### src/rtl/tw_pkg.sv
`timescale 1ns/1ps
package tw_pkg;
  parameter int ADDR_W   = 32;
  parameter int L1_IDX_W = 12;
  parameter int L2_IDX_W = 8;
  parameter int SUPER_BIT = 18;

  localparam int L1_SHIFT     = ADDR_W - L1_IDX_W;   // 1 MB granule
  localparam int L2_SHIFT     = L1_SHIFT - L2_IDX_W; // 4 KB granule
  localparam int L2_TBL_ALIGN = L2_IDX_W + 2;        // bytes per level-2 table, log2
  localparam int LARGE_SHIFT  = L2_SHIFT + 4;        // 64 KB
  localparam int SUPER_SHIFT  = L1_SHIFT + 4;        // 16 MB

  typedef enum logic [2:0] {
    ST_IDLE, ST_L1_REQ, ST_L1_WAIT, ST_L2_REQ, ST_L2_WAIT, ST_DONE, ST_FAULT
  } walkState_t;

  typedef enum logic [1:0] {DESC_BAD, DESC_PTR, DESC_BLOCK} l1Desc_t;

  typedef enum logic [1:0] {SZ_4K = 2'd0, SZ_64K = 2'd1, SZ_1M = 2'd2, SZ_16M = 2'd3} regionSize_t;

  typedef enum logic [1:0] {CAUSE_OFF = 2'd0, CAUSE_L1 = 2'd1, CAUSE_L2 = 2'd2} faultCause_t;

  typedef struct packed {
    logic captureVa;
    logic loadL1;
    logic loadL2;
    logic selL2;
  } walkStb_t;
endpackage

### src/rtl/tw_dpath.sv
`timescale 1ns/1ps
module tw_dpath
  import tw_pkg::*;
(
  input  logic              clk,
  input  logic              rstN,
  input  walkStb_t          stb,
  input  logic [ADDR_W-1:0] tableBase,
  input  logic [ADDR_W-1:0] missVa,
  input  logic [ADDR_W-1:0] memRspData,
  output logic [ADDR_W-1:0] memAddr,
  output l1Desc_t           l1Desc,
  output logic              l2Ok,
  output logic [ADDR_W-1:0] fillPa,
  output regionSize_t       fillSize
);
  logic [ADDR_W-1:0] vaR, baseR, l1R, l2R;
  regionSize_t       sizeR;
  logic [ADDR_W-1:0] l1Addr, l2Base, l2Addr, offMask, frame;

  always_ff @(posedge clk or negedge rstN) begin
    if (!rstN) begin
      vaR   <= '0;
      baseR <= '0;
      l1R   <= '0;
      l2R   <= '0;
      sizeR <= SZ_4K;
    end else begin
      if (stb.captureVa) begin
        vaR   <= missVa;
        baseR <= tableBase;
      end
      if (stb.loadL1) begin
        l1R   <= memRspData;
        sizeR <= memRspData[SUPER_BIT] ? SZ_16M : SZ_1M;
      end
      if (stb.loadL2) begin
        l2R   <= memRspData;
        sizeR <= (memRspData[1:0] == 2'b01) ? SZ_64K : SZ_4K;
      end
    end
  end

  // entry addresses: base plus index scaled to words
  assign l1Addr  = baseR + {{(ADDR_W-L1_IDX_W-2){1'b0}}, vaR[ADDR_W-1:L1_SHIFT], 2'b00};
  assign l2Base  = {l1R[ADDR_W-1:L2_TBL_ALIGN], {L2_TBL_ALIGN{1'b0}}};
  assign l2Addr  = l2Base + {{(ADDR_W-L2_IDX_W-2){1'b0}}, vaR[L1_SHIFT-1:L2_SHIFT], 2'b00};
  assign memAddr = stb.selL2 ? l2Addr : l1Addr;

  always_comb begin
    unique case (memRspData[1:0])
      2'b01:   l1Desc = DESC_PTR;
      2'b10:   l1Desc = DESC_BLOCK;
      default: l1Desc = DESC_BAD;
    endcase
  end
  assign l2Ok = |memRspData[1:0];

  always_comb begin
    unique case (sizeR)
      SZ_4K:   begin offMask = ADDR_W'((64'd1 << L2_SHIFT) - 64'd1);    frame = l2R; end
      SZ_64K:  begin offMask = ADDR_W'((64'd1 << LARGE_SHIFT) - 64'd1); frame = l2R; end
      SZ_1M:   begin offMask = ADDR_W'((64'd1 << L1_SHIFT) - 64'd1);    frame = l1R; end
      default: begin offMask = ADDR_W'((64'd1 << SUPER_SHIFT) - 64'd1); frame = l1R; end
    endcase
  end
  assign fillPa   = (frame & ~offMask) | (vaR & offMask);
  assign fillSize = sizeR;
endmodule

### src/rtl/tw_ctrl.sv
`timescale 1ns/1ps
module tw_ctrl
  import tw_pkg::*;
(
  input  logic        clk,
  input  logic        rstN,
  input  logic        walkEn,
  input  logic        missValid,
  input  logic        memRspValid,
  input  l1Desc_t     l1Desc,
  input  logic        l2Ok,
  output walkStb_t    stb,
  output logic        busy,
  output logic        memReq,
  output logic        fillValid,
  output logic        faultValid,
  output faultCause_t faultCause
);
  walkState_t  state, stateNext;
  faultCause_t causeR, causeNext;

  always_ff @(posedge clk or negedge rstN) begin
    if (!rstN) begin
      state  <= ST_IDLE;
      causeR <= CAUSE_OFF;
    end else begin
      state  <= stateNext;
      causeR <= causeNext;
    end
  end

  always_comb begin
    stateNext = state;
    causeNext = causeR;
    stb       = '0;
    memReq    = 1'b0;
    unique case (state)
      ST_IDLE: if (missValid) begin
        stb.captureVa = 1'b1;
        if (walkEn) stateNext = ST_L1_REQ;
        else begin
          stateNext = ST_FAULT;
          causeNext = CAUSE_OFF;
        end
      end
      ST_L1_REQ: begin
        memReq    = 1'b1;
        stateNext = ST_L1_WAIT;
      end
      ST_L1_WAIT: if (memRspValid) begin
        unique case (l1Desc)
          DESC_BLOCK: begin stb.loadL1 = 1'b1; stateNext = ST_DONE; end
          DESC_PTR:   begin stb.loadL1 = 1'b1; stateNext = ST_L2_REQ; end
          default:    begin stateNext = ST_FAULT; causeNext = CAUSE_L1; end
        endcase
      end
      ST_L2_REQ: begin
        memReq    = 1'b1;
        stb.selL2 = 1'b1;
        stateNext = ST_L2_WAIT;
      end
      ST_L2_WAIT: begin
        stb.selL2 = 1'b1;
        if (memRspValid) begin
          if (l2Ok) begin
            stb.loadL2 = 1'b1;
            stateNext  = ST_DONE;
          end else begin
            stateNext = ST_FAULT;
            causeNext = CAUSE_L2;
          end
        end
      end
      default: stateNext = ST_IDLE;  // DONE and FAULT last one cycle
    endcase
  end

  assign busy       = (state != ST_IDLE);
  assign fillValid  = (state == ST_DONE);
  assign faultValid = (state == ST_FAULT);
  assign faultCause = causeR;


  off_fault_chk: assert property (@(posedge clk) disable iff (!rstN)
    (state == ST_IDLE && missValid && !walkEn) |=> (faultValid && faultCause == CAUSE_OFF));


  single_req_chk: assert property (@(posedge clk) disable iff (!rstN)
    memReq |=> !memReq);


  l1_absent_chk: assert property (@(posedge clk) disable iff (!rstN)
    (state == ST_L1_WAIT && memRspValid && l1Desc == DESC_BAD) |=> (faultValid && faultCause == CAUSE_L1));


  one_result_chk: assert property (@(posedge clk) disable iff (!rstN)
    $onehot0({fillValid, faultValid}));


  idle_after_chk: assert property (@(posedge clk) disable iff (!rstN)
    (fillValid || faultValid) |=> !busy);
endmodule

### src/rtl/tbl_walker.sv
`timescale 1ns/1ps
module tbl_walker
  import tw_pkg::*;
(
  input  logic              clk,
  input  logic              rstN,
  input  logic              walkEn,
  input  logic [ADDR_W-1:0] tableBase,
  input  logic              missValid,
  input  logic [ADDR_W-1:0] missVa,
  output logic              busy,
  output logic              memReq,
  output logic [ADDR_W-1:0] memAddr,
  input  logic              memRspValid,
  input  logic [ADDR_W-1:0] memRspData,
  output logic              fillValid,
  output logic [ADDR_W-1:0] fillPa,
  output logic [1:0]        fillSize,
  output logic              faultValid,
  output logic [1:0]        faultCause
);
  walkStb_t    stb;
  l1Desc_t     l1Desc;
  logic        l2Ok;
  regionSize_t sizeE;
  faultCause_t causeE;

  tw_ctrl u_ctrl (
    .clk(clk), .rstN(rstN), .walkEn(walkEn), .missValid(missValid),
    .memRspValid(memRspValid), .l1Desc(l1Desc), .l2Ok(l2Ok), .stb(stb),
    .busy(busy), .memReq(memReq), .fillValid(fillValid),
    .faultValid(faultValid), .faultCause(causeE)
  );

  tw_dpath u_dpath (
    .clk(clk), .rstN(rstN), .stb(stb), .tableBase(tableBase), .missVa(missVa),
    .memRspData(memRspData), .memAddr(memAddr), .l1Desc(l1Desc), .l2Ok(l2Ok),
    .fillPa(fillPa), .fillSize(sizeE)
  );

  assign fillSize   = sizeE;
  assign faultCause = causeE;


  word_aligned_chk: assert property (@(posedge clk) disable iff (!rstN)
    memReq |-> (memAddr[1:0] == 2'b00));
endmodule

### config.mk
export PLATFORM = sky130hd
export DESIGN_NAME = tbl_walker
export DESIGN_NICKNAME = d
export VERILOG_FILES = /design/src/rtl/tw_pkg.sv /design/src/rtl/tw_dpath.sv /design/src/rtl/tw_ctrl.sv /design/src/rtl/tbl_walker.sv
export SDC_FILE = /design/constraint.sdc
export NUM_CORES = 1
export LEC_CHECK = 0
export CAP_MARGIN = 10
export CORE_MARGIN = 1.5
export CORE_UTILIZATION = 50
export CTS_BUF_LIST = sky130_fd_sc_hd__clkbuf_4
export DETAILED_ROUTE_END_ITERATION = 7
export DONT_BUFFER_PORTS = 1
export GPL_ROUTABILITY_DRIVEN = 0
export SLEW_MARGIN = 10
export SYNTH_ARGS = -nofsm -noshare
export SYNTH_HDL_FRONTEND = slang
export SYNTH_SLANG_ARGS = --single-unit
export TNS_END_PERCENT = 30
### constraint.sdc
create_clock -name clk -period 6.8 [get_ports clk]
set_input_delay 1.36 -clock clk [delete_from_list [all_inputs] [get_ports clk]]
set_output_delay 1.36 -clock clk [all_outputs]
set_load 0.01 [all_outputs]
==> summary.txt <==
Run status
  – Status: finished clean

Logic synthesis
  – Mux cell area share after synthesis: 0.229
  – Mapped cell area: 0.00621 sq mm
  – Yosys cell types: 58
  – Post-Synth Adder-Cell Area: 0.0334
  – Synthesized flop and latch total: ~110
  – Synth top area share: 0.455
  – Post-Synth XOR/XNOR Area: 0.0113
  – FFs w/ async S/R, synth: 1.00
  – Synth Area in Compound Gates: 0.107
  – Synthesized instance count: roughly 560
  – Largest family of logic cells by synthesized area: multiplexers
  – Synth warn: 0
  – Post-Synthesis Net Count: 675
  – Yosys top cell by area: dfrtp_1
  – Syn avg cell area: between 10 and 15 sq um
  – Number of flops mapped to enable cells by yosys: 0
  – Largest cells by area after synthesis: dfrtp_1 46%, mux2_2 22%, ha_1 3.0%
  – Ys flop type: dfrtp_1
  – Register area share after synthesis: 0.455
  – Commonest cells post-synth: 121 x mux2_2, 113 x dfrtp_1, 39 x nand2_1, 36 x nor2_1, 22 x a21oi_1
  – Post-Synth Simple-Gate Area: 0.119
  – Top-count cell post-synth: mux2_2

Place
  – Post-DP Area: ~0.0062 sq mm
  – Worst slack at placement: approximately 3 ns
  – Port Buf Inserts: 0
  – Post-DP HPWL: approximately 10000 microns

Critical path
  – Slowest CP cell: a21oi_2
  – CP Class: flop to output port
  – Crit end category: output port
  – Buffers and inverters on the worst path: 0
  – RR Startpoint: u_ctrl.state[0]
  – R2r worst-path depth: 5
  – Crit-path max cell delay: around 0.5 ns
  – Crit path required time: between 5 and 6 ns
  – R2r setup slk: 4.10 ns
  – Critical path data arrival time: between 3 and 4 ns
  – Crit path from: u_dpath.baseR[10]
  – Worst-path cell chain: ha_1 -> a21oi_1 -> o221ai_2 -> a21oi_2 -> o21ai_0 -> a31oi_1
  – CP top delay family: compound AO/OA/AOI/OAI gates
  – R2R Path End: u_dpath.vaR[17]
  – Critical path startpoint category: flop
  – Worst-path maximum fanout: 15

Global route
  – Global-route wire length before repair: around 23000 microns
  – Total global routing track utilization: 0.232
  – Pin count of the biggest net entering global routing: 114
  – Vias in the first global route: between 4000 and 5000
  – Initial antenna violation count: 0
  – GRT overflow: 0

Floorplan
  – Die height: between 100 and 150 microns
  – FP Rows: 40
  – Initial Util: 0.515
  – Die area: approximately 0.013 sq mm
  – Io pins: around 170
  – Area of the core: approximately 0.012 sq mm
  – Die Wd: between 100 and 150 microns

Pwr
  – Sequential share of power: 0.345
  – Clock power share: 0.137
  – Switching share of power: 0.461
  – Combinational power share: 0.518
  – Sw Pwr: roughly 1.8 mW
  – Leak: between 2 and 3 nW
  – Pwr per Cell Area: about 600 mW/mm^2
  – Max VDD drop: 276 uV
  – Pint: about 2.1 mW

Layout
  – Layout cells sized above 1: 0.313
  – NumNets Final: approximately 660
  – Fill count: ~1100
  – Design Area, Final: 0.00655 sq mm
  – Area delta synth->final: 5.40%
  – N_diodes: 0

Timing
  – Clock Skew: 0.0199 ns
  – Slack of the critical path: 2.42 ns
  – FMAX: around 230 MHz
  – Least-Margin Pin Slew: roughly 1.1 ns
  – RSZ-0062 raised after global routing: false
  – Fin. Hold Viols: 0
  – Min cycle time layout: around 4.4 ns
  – Fin Setup TNS: 0 ns
  – Final setup fails: 0
  – Fin. max-slew vios: 0
  – Worst rel slew slack: 0.245
  – Final critical-path share of the clock period: 0.644

Drt
  – DR DRC count: 0
  – DR vias: 4304
  – Per-cell routed wire length: 20.3 microns
  – Pre-antenna DRT Iters: 5
  – Antenna viol nets, final: 0
  – Vias per cell: 5.97
  – DR iter-0 viols: 280
  – Final WL: ~15000 microns

Clock tree
  – TritonCTS clock tree: done
  – Worst skew pair latency: 0.55 ns
  – Clk sinks: around 110
  – H-tree Lvls: 4
  – Clock Path Buffers: 2
  – CTS buffer count: 17
  – Cts repair resizes: 0
  – Hold buffers post-CTS: 0
  – Worst-path clk slew: around 0.11 ns
  – Root Driver: clkbuf_4
  – Post-CTS setup buffer count: 0

Run
  – Max cap viols: 0

Hold path
  – HP Class: input pin to async pin
[worst reg2reg max path, stage by stage (launching register included)]
cell     delay (ns)
dfrtp_1        0.53
nor2_1         0.22
nand2_1        0.18
nor2_4         0.71
buf_4          0.55
mux2_2         0.41
[per-stage QoR]
stage	hold slack (ns)	power (mW)	util	instances
5_1_grt	0.432	4.21	0.543	721
2_1_floorplan	0.472	2.98	-	558
4_1_cts	0.450	3.94	0.543	721
3_5_place_dp	0.492	3.40	0.518	689
3_3_place_gp	0.483	3.33	0.518	689
6_report	0.504	3.91	0.543	721
[layout make-up]
type                       instances  area [sq um]  area share
inverter                          12          45.0     0.00688
clock buffer                      19           143      0.0218
sequential                       113          2830       0.432
tap                              168           210      0.0321
multi-input combinational        391          3120       0.477
timing repair buffer               5          37.5     0.00573
clock inverter                    13           164      0.0250
[worst max path at each step]
stage | to | slack [ns] | cells past startpoint
after detailed placement | memAddr[23] | 2.99 | 6
after global routing | memAddr[23] | 2.13 | 6
after CTS | memAddr[23] | 2.39 | 6
after floorplan | memAddr[20] | 3.41 | 7
after global placement | memAddr[23] | 3.05 | 6
final | memAddr[23] | 2.42 | 6
[metal layers]
layer | up-vias | share of wire | track usage
met5 | - | 0 | 0
met4 | 0 | 0.019 | 0.0842
met3 | 24 | 0.082 | 0.0937
met2 | 141 | 0.46 | 0.354
met1 | 2131 | 0.44 | 0.297
li1 | 2008 | - | -
[state kept, by name, indices dropped and copies added, names as in the netlist]
register	count
u_dpath.vaR	32
u_ctrl.state	3
u_dpath.l1R	22
u_dpath.baseR	32
u_dpath.fillSize	2
u_dpath.l2R	20
u_ctrl.faultCause	2
[layout by cell type, fill, tap and decap left out, types with 3 or more instances in the layout]
cell type / instances
clkbuf_4: 19
nor3_1: 5
inv_1: 12
and3_1: 4
a21oi_1: 22
mux2i_1: 6
dfrtp_1: 113
a31oi_1: 16
o211ai_1: 3
ha_1: 15
mux2_2: 121
or3_1: 3
o31ai_1: 15
o21ai_0: 16
or4_1: 16
buf_4: 5
bufinv_16: 3
nor2b_1: 4
nand3_1: 10
clkinv_4: 3
and2_1: 6
nand4_1: 5
xor2_1: 6
nand2_1: 39
a21o_1: 4
nor2_1: 34
clkinvlp_4: 5
[cell families (layout without fill, tap and decap cells)]
logic type	Yosys count	after routing
simple gates	141	141
mux	127	127
flops	113	113
compound gates	99	99
buf+inv	54	49
fa+ha+maj	16	16
xor+xnor	8	8
[power groups by stage]
| stage | Sequential, mW | Clock, mW | Combinational, mW |
|---|---|---|---|
| 2_1_floorplan | 1.20 | 0 | 1.78 |
| 3_3_place_gp | 1.35 | 0 | 1.99 |
| 3_5_place_dp | 1.36 | 0 | 2.03 |
| 4_1_cts | 1.35 | 0.553 | 2.04 |
| 5_1_grt | 1.40 | 0.579 | 2.22 |
| 6_report | 1.35 | 0.537 | 2.02 |
(Power assumes the default switching activity.)
